### config.mk
export PLATFORM = sky130hd
export DESIGN_NAME = fxu_alu
export DESIGN_NICKNAME = d
export VERILOG_FILES = /design/src/rtl/alu_pkg.sv /design/src/rtl/alu_ctrl.sv /design/src/rtl/alu_datapath.sv /design/src/rtl/fxu_alu.sv
export SDC_FILE = /design/constraint.sdc
export NUM_CORES = 1
export LEC_CHECK = 0
export BUFFER_PORTS_ARGS = -buffer_cell sky130_fd_sc_hd__buf_2
export CELL_PAD_IN_SITES_DETAIL_PLACEMENT = 0
export CELL_PAD_IN_SITES_GLOBAL_PLACEMENT = 1
export CORE_ASPECT_RATIO = 1.25
export CORE_MARGIN = 2
export CORE_UTILIZATION = 39
export CTS_CLUSTER_DIAMETER = 80
export DETAILED_ROUTE_END_ITERATION = 16
export GPL_TIMING_DRIVEN = 0
export PLACE_DENSITY = 0.84
export SLEW_MARGIN = 0
export SYNTH_ARGS = -nofsm -noshare
export SYNTH_HDL_FRONTEND = slang
export SYNTH_SLANG_ARGS = --single-unit
### constraint.sdc
create_clock -name clk -period 0.8 [get_ports clk]
set_clock_uncertainty 0.15 [all_clocks]
set_input_delay 0.12 -clock clk [delete_from_list [all_inputs] [get_ports clk]]
set_output_delay 0.12 -clock clk [all_outputs]
set_load 0.005 [all_outputs]
### src/rtl/alu_pkg.sv
package alu_pkg;

  localparam int OP_W = 5;

  typedef enum logic [OP_W-1:0] {
    OP_ADD    = 5'd0,
    OP_ADDC   = 5'd1,
    OP_SUBF   = 5'd2,
    OP_SUBFC  = 5'd3,
    OP_ADDE   = 5'd4,
    OP_SUBFE  = 5'd5,
    OP_ADDZE  = 5'd6,
    OP_NEG    = 5'd7,
    OP_ADDEX  = 5'd8,
    OP_CMP    = 5'd9,
    OP_AND    = 5'd10,
    OP_OR     = 5'd11,
    OP_XOR    = 5'd12,
    OP_NAND   = 5'd13,
    OP_EQV    = 5'd14,
    OP_ANDC   = 5'd15,
    OP_ORC    = 5'd16,
    OP_ANDIMM = 5'd17
  } aluOp_e;

  typedef enum logic [1:0] {
    CIN_ZERO,
    CIN_ONE,
    CIN_CA,
    CIN_OV
  } cinSel_e;

  typedef enum logic [2:0] {
    LG_AND,
    LG_OR,
    LG_XOR,
    LG_NAND,
    LG_EQV,
    LG_ANDC,
    LG_ORC
  } logicSel_e;

  typedef struct packed {
    logic      invA;
    logic      zeroB;
    cinSel_e   cinSel;
    logic      isLogic;
    logicSel_e logicSel;
    logic      isCmp;
    logic      wrResult;
    logic      wrCa;
    logic      wrOv;
    logic      ovFromCarry;
    logic      wrSo;
    logic      wrCr;
  } aluStrobe_t;

endpackage

### src/rtl/alu_ctrl.sv
module alu_ctrl
  import alu_pkg::*;
(
  input  logic [OP_W-1:0] opCode,
  input  logic            oeFlag,
  input  logic            rcFlag,
  input  logic            cyField,
  output aluStrobe_t      strobe
);

  logic arithOp;
  logic logicOp;

  always_comb begin
    strobe          = '0;
    strobe.cinSel   = CIN_ZERO;
    strobe.logicSel = LG_AND;
    arithOp         = 1'b0;
    logicOp         = 1'b0;
    unique case (aluOp_e'(opCode))
      OP_ADD:   arithOp = 1'b1;
      OP_ADDC: begin
        arithOp     = 1'b1;
        strobe.wrCa = 1'b1;
      end
      OP_SUBF: begin
        arithOp       = 1'b1;
        strobe.invA   = 1'b1;
        strobe.cinSel = CIN_ONE;
      end
      OP_SUBFC: begin
        arithOp       = 1'b1;
        strobe.invA   = 1'b1;
        strobe.cinSel = CIN_ONE;
        strobe.wrCa   = 1'b1;
      end
      OP_ADDE: begin
        arithOp       = 1'b1;
        strobe.cinSel = CIN_CA;
        strobe.wrCa   = 1'b1;
      end
      OP_SUBFE: begin
        arithOp       = 1'b1;
        strobe.invA   = 1'b1;
        strobe.cinSel = CIN_CA;
        strobe.wrCa   = 1'b1;
      end
      OP_ADDZE: begin
        arithOp       = 1'b1;
        strobe.zeroB  = 1'b1;
        strobe.cinSel = CIN_CA;
        strobe.wrCa   = 1'b1;
      end
      OP_NEG: begin
        arithOp       = 1'b1;
        strobe.invA   = 1'b1;
        strobe.zeroB  = 1'b1;
        strobe.cinSel = CIN_ONE;
      end
      OP_ADDEX: begin
        strobe.wrResult    = 1'b1;
        strobe.cinSel      = CIN_OV;
        strobe.wrOv        = cyField;
        strobe.ovFromCarry = cyField;
      end
      OP_CMP: begin
        strobe.isCmp = 1'b1;
        strobe.wrCr  = 1'b1;
      end
      OP_AND:  begin logicOp = 1'b1; strobe.logicSel = LG_AND;  end
      OP_OR:   begin logicOp = 1'b1; strobe.logicSel = LG_OR;   end
      OP_XOR:  begin logicOp = 1'b1; strobe.logicSel = LG_XOR;  end
      OP_NAND: begin logicOp = 1'b1; strobe.logicSel = LG_NAND; end
      OP_EQV:  begin logicOp = 1'b1; strobe.logicSel = LG_EQV;  end
      OP_ANDC: begin logicOp = 1'b1; strobe.logicSel = LG_ANDC; end
      OP_ORC:  begin logicOp = 1'b1; strobe.logicSel = LG_ORC;  end
      OP_ANDIMM: begin
        strobe.isLogic  = 1'b1;
        strobe.wrResult = 1'b1;
        strobe.logicSel = LG_AND;
        strobe.wrCr     = 1'b1;
      end
      default: ;
    endcase

    if (arithOp) begin
      strobe.wrResult = 1'b1;
      strobe.wrOv     = oeFlag;
      strobe.wrSo     = oeFlag;
      strobe.wrCr     = rcFlag;
    end
    if (logicOp) begin
      strobe.isLogic  = 1'b1;
      strobe.wrResult = 1'b1;
      strobe.wrCr     = rcFlag;
    end
  end

endmodule

### src/rtl/alu_datapath.sv
module alu_datapath
  import alu_pkg::*;
#(
  parameter int DATA_W = 64
) (
  input  logic              clk,
  input  logic              rstN,
  input  aluStrobe_t        strobe,
  input  logic [DATA_W-1:0] opA,
  input  logic [DATA_W-1:0] opB,
  input  logic              cmpSigned,
  input  logic              cmpWord,
  input  logic [2:0]        cmpField,
  input  logic              xerSoIn,
  input  logic              xerOvIn,
  input  logic              xerCaIn,
  output logic [DATA_W-1:0] result,
  output logic              resultWe,
  output logic              caOut,
  output logic              ca32Out,
  output logic              caWe,
  output logic              ovOut,
  output logic              ov32Out,
  output logic              ovWe,
  output logic              soOut,
  output logic              soWe,
  output logic [3:0]        crBits,
  output logic              crWe,
  output logic [2:0]        crFieldSel
);

  localparam int HALF_W = DATA_W / 2;
  localparam int MSB    = DATA_W - 1;
  localparam int HMSB   = HALF_W - 1;

  logic [DATA_W-1:0] effA, effB, sumVal, logicVal, nextResult;
  logic              carryIn;
  logic [HALF_W:0]   sumLo, sumHi;
  logic              carryOut, carryHalf, ovFull, ovHalf;
  logic              ovVal, ov32Val, soNew, soForCr;
  logic signed [DATA_W:0] cmpA, cmpB;
  logic              cmpLt, cmpGt, cmpEq;
  logic [3:0]        crVal;

  // operand conditioning
  always_comb begin
    effA = strobe.invA  ? ~opA : opA;
    effB = strobe.zeroB ? '0   : opB;
    unique case (strobe.cinSel)
      CIN_ONE: carryIn = 1'b1;
      CIN_CA:  carryIn = xerCaIn;
      CIN_OV:  carryIn = xerOvIn;
      default: carryIn = 1'b0;
    endcase
  end

  // adder split at the half boundary to expose the low-half carry
  always_comb begin
    sumLo     = {1'b0, effA[HMSB:0]} + {1'b0, effB[HMSB:0]} + {{HALF_W{1'b0}}, carryIn};
    sumHi     = {1'b0, effA[MSB:HALF_W]} + {1'b0, effB[MSB:HALF_W]} + {{HALF_W{1'b0}}, sumLo[HALF_W]};
    sumVal    = {sumHi[HMSB:0], sumLo[HMSB:0]};
    carryOut  = sumHi[HALF_W];
    carryHalf = sumLo[HALF_W];
    ovFull    = (effA[MSB] == effB[MSB]) && (sumVal[MSB] != effA[MSB]);
    ovHalf    = (effA[HMSB] == effB[HMSB]) && (sumVal[HMSB] != effA[HMSB]);
  end

  always_comb begin
    unique case (strobe.logicSel)
      LG_OR:   logicVal = opA | opB;
      LG_XOR:  logicVal = opA ^ opB;
      LG_NAND: logicVal = ~(opA & opB);
      LG_EQV:  logicVal = ~(opA ^ opB);
      LG_ANDC: logicVal = opA & ~opB;
      LG_ORC:  logicVal = opA | ~opB;
      default: logicVal = opA & opB;
    endcase
  end

  // comparison over a widened signed range covers both signednesses
  always_comb begin
    if (cmpWord) begin
      cmpA = {{(HALF_W + 1){cmpSigned & opA[HMSB]}}, opA[HMSB:0]};
      cmpB = {{(HALF_W + 1){cmpSigned & opB[HMSB]}}, opB[HMSB:0]};
    end else begin
      cmpA = {cmpSigned & opA[MSB], opA};
      cmpB = {cmpSigned & opB[MSB], opB};
    end
    cmpLt = cmpA < cmpB;
    cmpGt = cmpA > cmpB;
    cmpEq = cmpA == cmpB;
  end

  always_comb begin
    if (!strobe.wrResult)   nextResult = '0;
    else if (strobe.isLogic) nextResult = logicVal;
    else                     nextResult = sumVal;
    ovVal   = strobe.ovFromCarry ? carryOut  : ovFull;
    ov32Val = strobe.ovFromCarry ? carryHalf : ovHalf;
    soNew   = xerSoIn | ovVal;
    soForCr = strobe.wrSo ? soNew : xerSoIn;
    if (strobe.isCmp)
      crVal = {cmpLt, cmpGt, cmpEq, xerSoIn};
    else
      crVal = {nextResult[MSB], !nextResult[MSB] && (nextResult != '0),
               nextResult == '0, soForCr};
  end

  always_ff @(posedge clk or negedge rstN) begin
    if (!rstN) begin
      result     <= '0;
      resultWe   <= 1'b0;
      caOut      <= 1'b0;
      ca32Out    <= 1'b0;
      caWe       <= 1'b0;
      ovOut      <= 1'b0;
      ov32Out    <= 1'b0;
      ovWe       <= 1'b0;
      soOut      <= 1'b0;
      soWe       <= 1'b0;
      crBits     <= '0;
      crWe       <= 1'b0;
      crFieldSel <= '0;
    end else begin
      result     <= nextResult;
      resultWe   <= strobe.wrResult;
      caOut      <= strobe.wrCa & carryOut;
      ca32Out    <= strobe.wrCa & carryHalf;
      caWe       <= strobe.wrCa;
      ovOut      <= strobe.wrOv & ovVal;
      ov32Out    <= strobe.wrOv & ov32Val;
      ovWe       <= strobe.wrOv;
      soOut      <= strobe.wrSo & soNew;
      soWe       <= strobe.wrSo;
      crBits     <= strobe.wrCr ? crVal : 4'b0000;
      crWe       <= strobe.wrCr;
      crFieldSel <= (strobe.wrCr && strobe.isCmp) ? cmpField : 3'd0;
    end
  end

endmodule

### src/rtl/fxu_alu.sv
module fxu_alu
  import alu_pkg::*;
#(
  parameter int DATA_W = 64
) (
  input  logic              clk,
  input  logic              rstN,
  input  logic [4:0]        opCode,
  input  logic [DATA_W-1:0] opA,
  input  logic [DATA_W-1:0] opB,
  input  logic              oeFlag,
  input  logic              rcFlag,
  input  logic              cyField,
  input  logic              cmpSigned,
  input  logic              cmpWord,
  input  logic [2:0]        cmpField,
  input  logic              xerSoIn,
  input  logic              xerOvIn,
  input  logic              xerCaIn,
  output logic [DATA_W-1:0] result,
  output logic              resultWe,
  output logic              caOut,
  output logic              ca32Out,
  output logic              caWe,
  output logic              ovOut,
  output logic              ov32Out,
  output logic              ovWe,
  output logic              soOut,
  output logic              soWe,
  output logic [3:0]        crBits,
  output logic              crWe,
  output logic [2:0]        crFieldSel
);

  aluStrobe_t strobe;

  alu_ctrl u_ctrl (
    .opCode  (opCode),
    .oeFlag  (oeFlag),
    .rcFlag  (rcFlag),
    .cyField (cyField),
    .strobe  (strobe)
  );

  alu_datapath #(.DATA_W(DATA_W)) u_dp (
    .clk        (clk),
    .rstN       (rstN),
    .strobe     (strobe),
    .opA        (opA),
    .opB        (opB),
    .cmpSigned  (cmpSigned),
    .cmpWord    (cmpWord),
    .cmpField   (cmpField),
    .xerSoIn    (xerSoIn),
    .xerOvIn    (xerOvIn),
    .xerCaIn    (xerCaIn),
    .result     (result),
    .resultWe   (resultWe),
    .caOut      (caOut),
    .ca32Out    (ca32Out),
    .caWe       (caWe),
    .ovOut      (ovOut),
    .ov32Out    (ov32Out),
    .ovWe       (ovWe),
    .soOut      (soOut),
    .soWe       (soWe),
    .crBits     (crBits),
    .crWe       (crWe),
    .crFieldSel (crFieldSel)
  );

endmodule

==> flow_results.xml <==
<?xml version="1.0" encoding="UTF-8"?>
<metrics>
  <group name="power_and_ir_drop">
    <metric name="power_frac_seq" unit="">0.179</metric>
    <metric name="power_density_normalized_to_cell_area" unit="nW/um^2">1340</metric>
    <metric name="power_report.internal_total" unit="uW">13900</metric>
    <metric name="total_power" unit="uW">26700</metric>
    <metric name="cellLeakagePower" unit="uW">0.00916</metric>
    <metric name="vdd_drop_max" unit="mV">1.04</metric>
    <metric name="power.combinational.fraction" unit="">0.652</metric>
    <metric name="netSwitchingPower" unit="uW">12700</metric>
    <metric name="power.share.switching" unit="">0.478</metric>
    <metric name="clkPwrFrac" unit="">0.169</metric>
  </group>
  <group name="sta">
    <metric name="fin_worst_hold_slack" unit="ns">-0.479</metric>
    <metric name="relative_max_transition_margin" unit="">0.130</metric>
    <metric name="final-setup-viol-count" unit="">162</metric>
    <metric name="timing_worst_slew_pin_value" unit="ns">1.31</metric>
    <metric name="hold_viol_final" unit="">87</metric>
    <metric name="grt_setup_unrepaired" unit="">true</metric>
    <metric name="post-route-min-period" unit="ns">7.47</metric>
    <metric name="fmaxAchievable" unit="GHz">0.134</metric>
    <metric name="final_critical_path_setup_slack" unit="ns">-6.67</metric>
    <metric name="maxSlewViolCount" unit="">0</metric>
    <metric name="final.period_utilization" unit="">9.33</metric>
  </group>
  <group name="worst_setup_path">
    <metric name="cp_slowest_cell" unit="">sky130_fd_sc_hd__or4_4</metric>
    <metric name="cp_data_required_time" unit="ns">0.96</metric>
    <metric name="timing.critical_path.buf_inv" unit="">9</metric>
    <metric name="cp_data_arrival_time" unit="ns">7.63</metric>
    <metric name="path_common_cell" unit="">sky130_fd_sc_hd__fa_2</metric>
    <metric name="slowest_delay" unit="ns">0.63</metric>
    <metric name="worstSetupEndpointType" unit="">register</metric>
    <metric name="startpoint_type" unit="">input port</metric>
    <metric name="setup_crit_path_kind" unit="">input port to register</metric>
    <metric name="path_delay_family" unit="">simple AND/OR/NAND/NOR gates</metric>
    <metric name="crit_path_max_fanout" unit="">10</metric>
  </group>
  <group name="global_routing">
    <metric name="grt_antenna_before_repair" unit="">0</metric>
    <metric name="wire_length_of_the_first_global_routing_pass" unit="mm">110</metric>
    <metric name="grtUsageTotal" unit="">0.378</metric>
    <metric name="grt_max_degree" unit="">56</metric>
    <metric name="first_global_vias" unit="">17400</metric>
    <metric name="globalRoute.totalOverflow" unit="">0</metric>
  </group>
  <group name="clocking">
    <metric name="post_cts_hold_buffer_count" unit="">3</metric>
    <metric name="ctsLongestPathBuffers" unit="">2</metric>
    <metric name="ctsRootBufferMaster" unit="">sky130_fd_sc_hd__clkbuf_16</metric>
    <metric name="clock-sinks" unit="">81</metric>
    <metric name="cts_inserted_buffers" unit="">9</metric>
    <metric name="cts_tree" unit="">built</metric>
    <metric name="htree_levels" unit="">3</metric>
    <metric name="clk_pin_slew" unit="ns">0.08</metric>
  </group>
  <group name="logic_synthesis">
    <metric name="asyncSetResetFlopFracSynth" unit="">1.00</metric>
    <metric name="synth_enable_flop_cells" unit="">0</metric>
    <metric name="synth.yosys.seq_area_share" unit="">0.137</metric>
    <metric name="synth_fp_nets" unit="">2391</metric>
    <metric name="syn-instance-count" unit="">2017</metric>
    <metric name="ys_ff_latch" unit="">81</metric>
    <metric name="post_synth_instance_area" unit="sq um">14800</metric>
    <metric name="synth_cell_type_count" unit="">78</metric>
    <metric name="yosys_warns" unit="">0</metric>
    <metric name="avgSynthCellArea" unit="sq um">7.33</metric>
    <metric name="postSynth.topFlopCell" unit="">sky130_fd_sc_hd__dfrtp_1</metric>
  </group>
  <group name="routing">
    <metric name="drt_first_pass_iters" unit="">6</metric>
    <metric name="drt-wirelength-per-cell" unit="um">27.0</metric>
    <metric name="total_number_of_vias" unit="">17800</metric>
    <metric name="wl" unit="mm">76.9</metric>
    <metric name="postRouteAntennaNets" unit="">0</metric>
    <metric name="drt_drc_violations_left" unit="">0</metric>
    <metric name="detail_route.vias_per_cell" unit="">6.24</metric>
    <metric name="drt_iter0_markers" unit="">1650</metric>
  </group>
  <group name="final_layout">
    <metric name="instances_no_fill" unit="">2847</metric>
    <metric name="largest_register_ffs" unit="">64</metric>
    <metric name="top_register" unit="">u_dp.result</metric>
    <metric name="diodes" unit="">0</metric>
    <metric name="reg_top3" unit="">u_dp.result x64, u_dp.crBits x4, u_dp.crFieldSel x3</metric>
    <metric name="layout.cells.most_common" unit="">sky130_fd_sc_hd__buf_2</metric>
    <metric name="layout-drive-gt1-share" unit="">0.267</metric>
    <metric name="layout_common_cells" unit="">sky130_fd_sc_hd__buf_2 (238), sky130_fd_sc_hd__nor2_1 (214), sky130_fd_sc_hd__ha_1 (212), sky130_fd_sc_hd__o21ai_0 (180), sky130_fd_sc_hd__nand2_1 (142)</metric>
    <metric name="fin_nets" unit="">2730</metric>
    <metric name="area_growth_syn_to_layout" unit="%">34.1</metric>
  </group>
  <group name="place">
    <metric name="placer_s_final_routability_congestion_estimate" unit="">0.973</metric>
    <metric name="io_buffers" unit="">225</metric>
    <metric name="placedCellCount" unit="">2729</metric>
    <metric name="place.detailed.hpwl" unit="mm">58.1</metric>
  </group>
  <group name="floorplan">
    <metric name="die_w" unit="um">178</metric>
    <metric name="die_h" unit="um">222</metric>
    <metric name="floorplan.initialDensity" unit="">0.396</metric>
    <metric name="core.rowCount" unit="">79</metric>
    <metric name="full_die_area" unit="sq um">39500</metric>
    <metric name="floorplan.core_area" unit="sq um">37400</metric>
    <metric name="io-pin-count" unit="">227</metric>
  </group>
  <group name="outcome">
    <metric name="run_status" unit="">finished with violations</metric>
    <metric name="violations" unit="">negative hold slack, negative setup slack</metric>
  </group>
  <group name="run">
    <metric name="maxCapViolations" unit="">0</metric>
  </group>
  <group name="hold_path">
    <metric name="worst_hold_path_type" unit="">input port to async pin</metric>
  </group>
</metrics>
-- cell usage after synthesis, drive strengths merged, types with 38 or more instances --
cell	number	area, sq um
o21ai	205	1030
nor2	228	872
dfrtp	81	2030
buf	52	254
clkbuf	76	285
inv	97	364
xnor2	76	666
o211ai	50	375
nand2	151	567
a21o	47	353
nor3	38	200
a21oi	156	781
ha	224	2800
xor2	143	1250
-- power groups by stage --
stage,clock (uW),combinational [uW],sequential [uW]
after global placement,0,13200,4850
after CTS,4640,15700,4790
after floorplan,0,8310,4960
final,4510,17400,4780
after global routing,4750,18400,4830
after detailed placement,0,13400,4870
-- metal layers --
layer,routed length (um),share of wire,up-vias,GRT usage
met5,0,0,-,0
met4,6710,0.087,0,0.275
met3,5900,0.077,339,0.0660
met2,35300,0.46,1013,0.613
met1,29100,0.38,8486,0.445
li1,-,-,7923,-
-- worst paths after layout --
path	from	slack [ns]	end	cells after the start
hold / removal	rstN	-0.48	u_dp.result[16]$_DFF_PN0_	1
setup / recovery	opCode[1]	-6.67	u_dp.crBits[1]$_DFF_PN0_	33
max in group asynchronous	rstN	0.36	u_dp.result[52]$_DFF_PN0_	2
min in group clk	xerSoIn	-0.16	u_dp.crBits[0]$_DFF_PN0_	3
-- through the flow --
stage | worst slack [ns] | hold WS (ns) | TNS (ns) | instance area (sq um) | utilization
4_1_cts | -6.64 | -0.478 | -327.67 | 19000 | 0.509
6_report | -6.67 | -0.479 | -329.39 | 19800 | 0.531
5_1_grt | -6.78 | -0.451 | -337.23 | 19800 | 0.531
2_1_floorplan | -5.94 | -0.326 | -277.20 | 15200 | -
3_3_place_gp | -9.59 | 0.182 | -575.42 | 16900 | 0.454
3_5_place_dp | -9.50 | -0.0593 | -475.71 | 17000 | 0.454
-- final cells by class --
cell class	instances	area [sq um]
Fill cell	3696	17500
Multi-Input combinational cell	1711	13300
Inverter	97	375
Buffer	124	992
Clock inverter	7	72.6
Timing Repair Buffer	332	2190
Sequential cell	81	2030
Clock buffer	9	225
Tap cell	486	608
-- logic make-up after synthesis --
| logic type | Yosys count | synth area share |
|---|---|---|
| compound gates | 675 | 0.290 |
| xor+xnor | 219 | 0.130 |
| mux | 8 | 0.00541 |
| flops | 81 | 0.137 |
| simple gates | 581 | 0.182 |
| fa+ha+maj | 228 | 0.195 |
| buf+inv | 225 | 0.0611 |
-- timing repair --
action	CTS	global route
resized for setup	235	132
setup buffers	82	39
endpoints found under the hold margin	92	44
endpoints found under the setup margin	161	161
pin swaps	82	82
No activity file was read; power rests on OpenSTA's default activity.
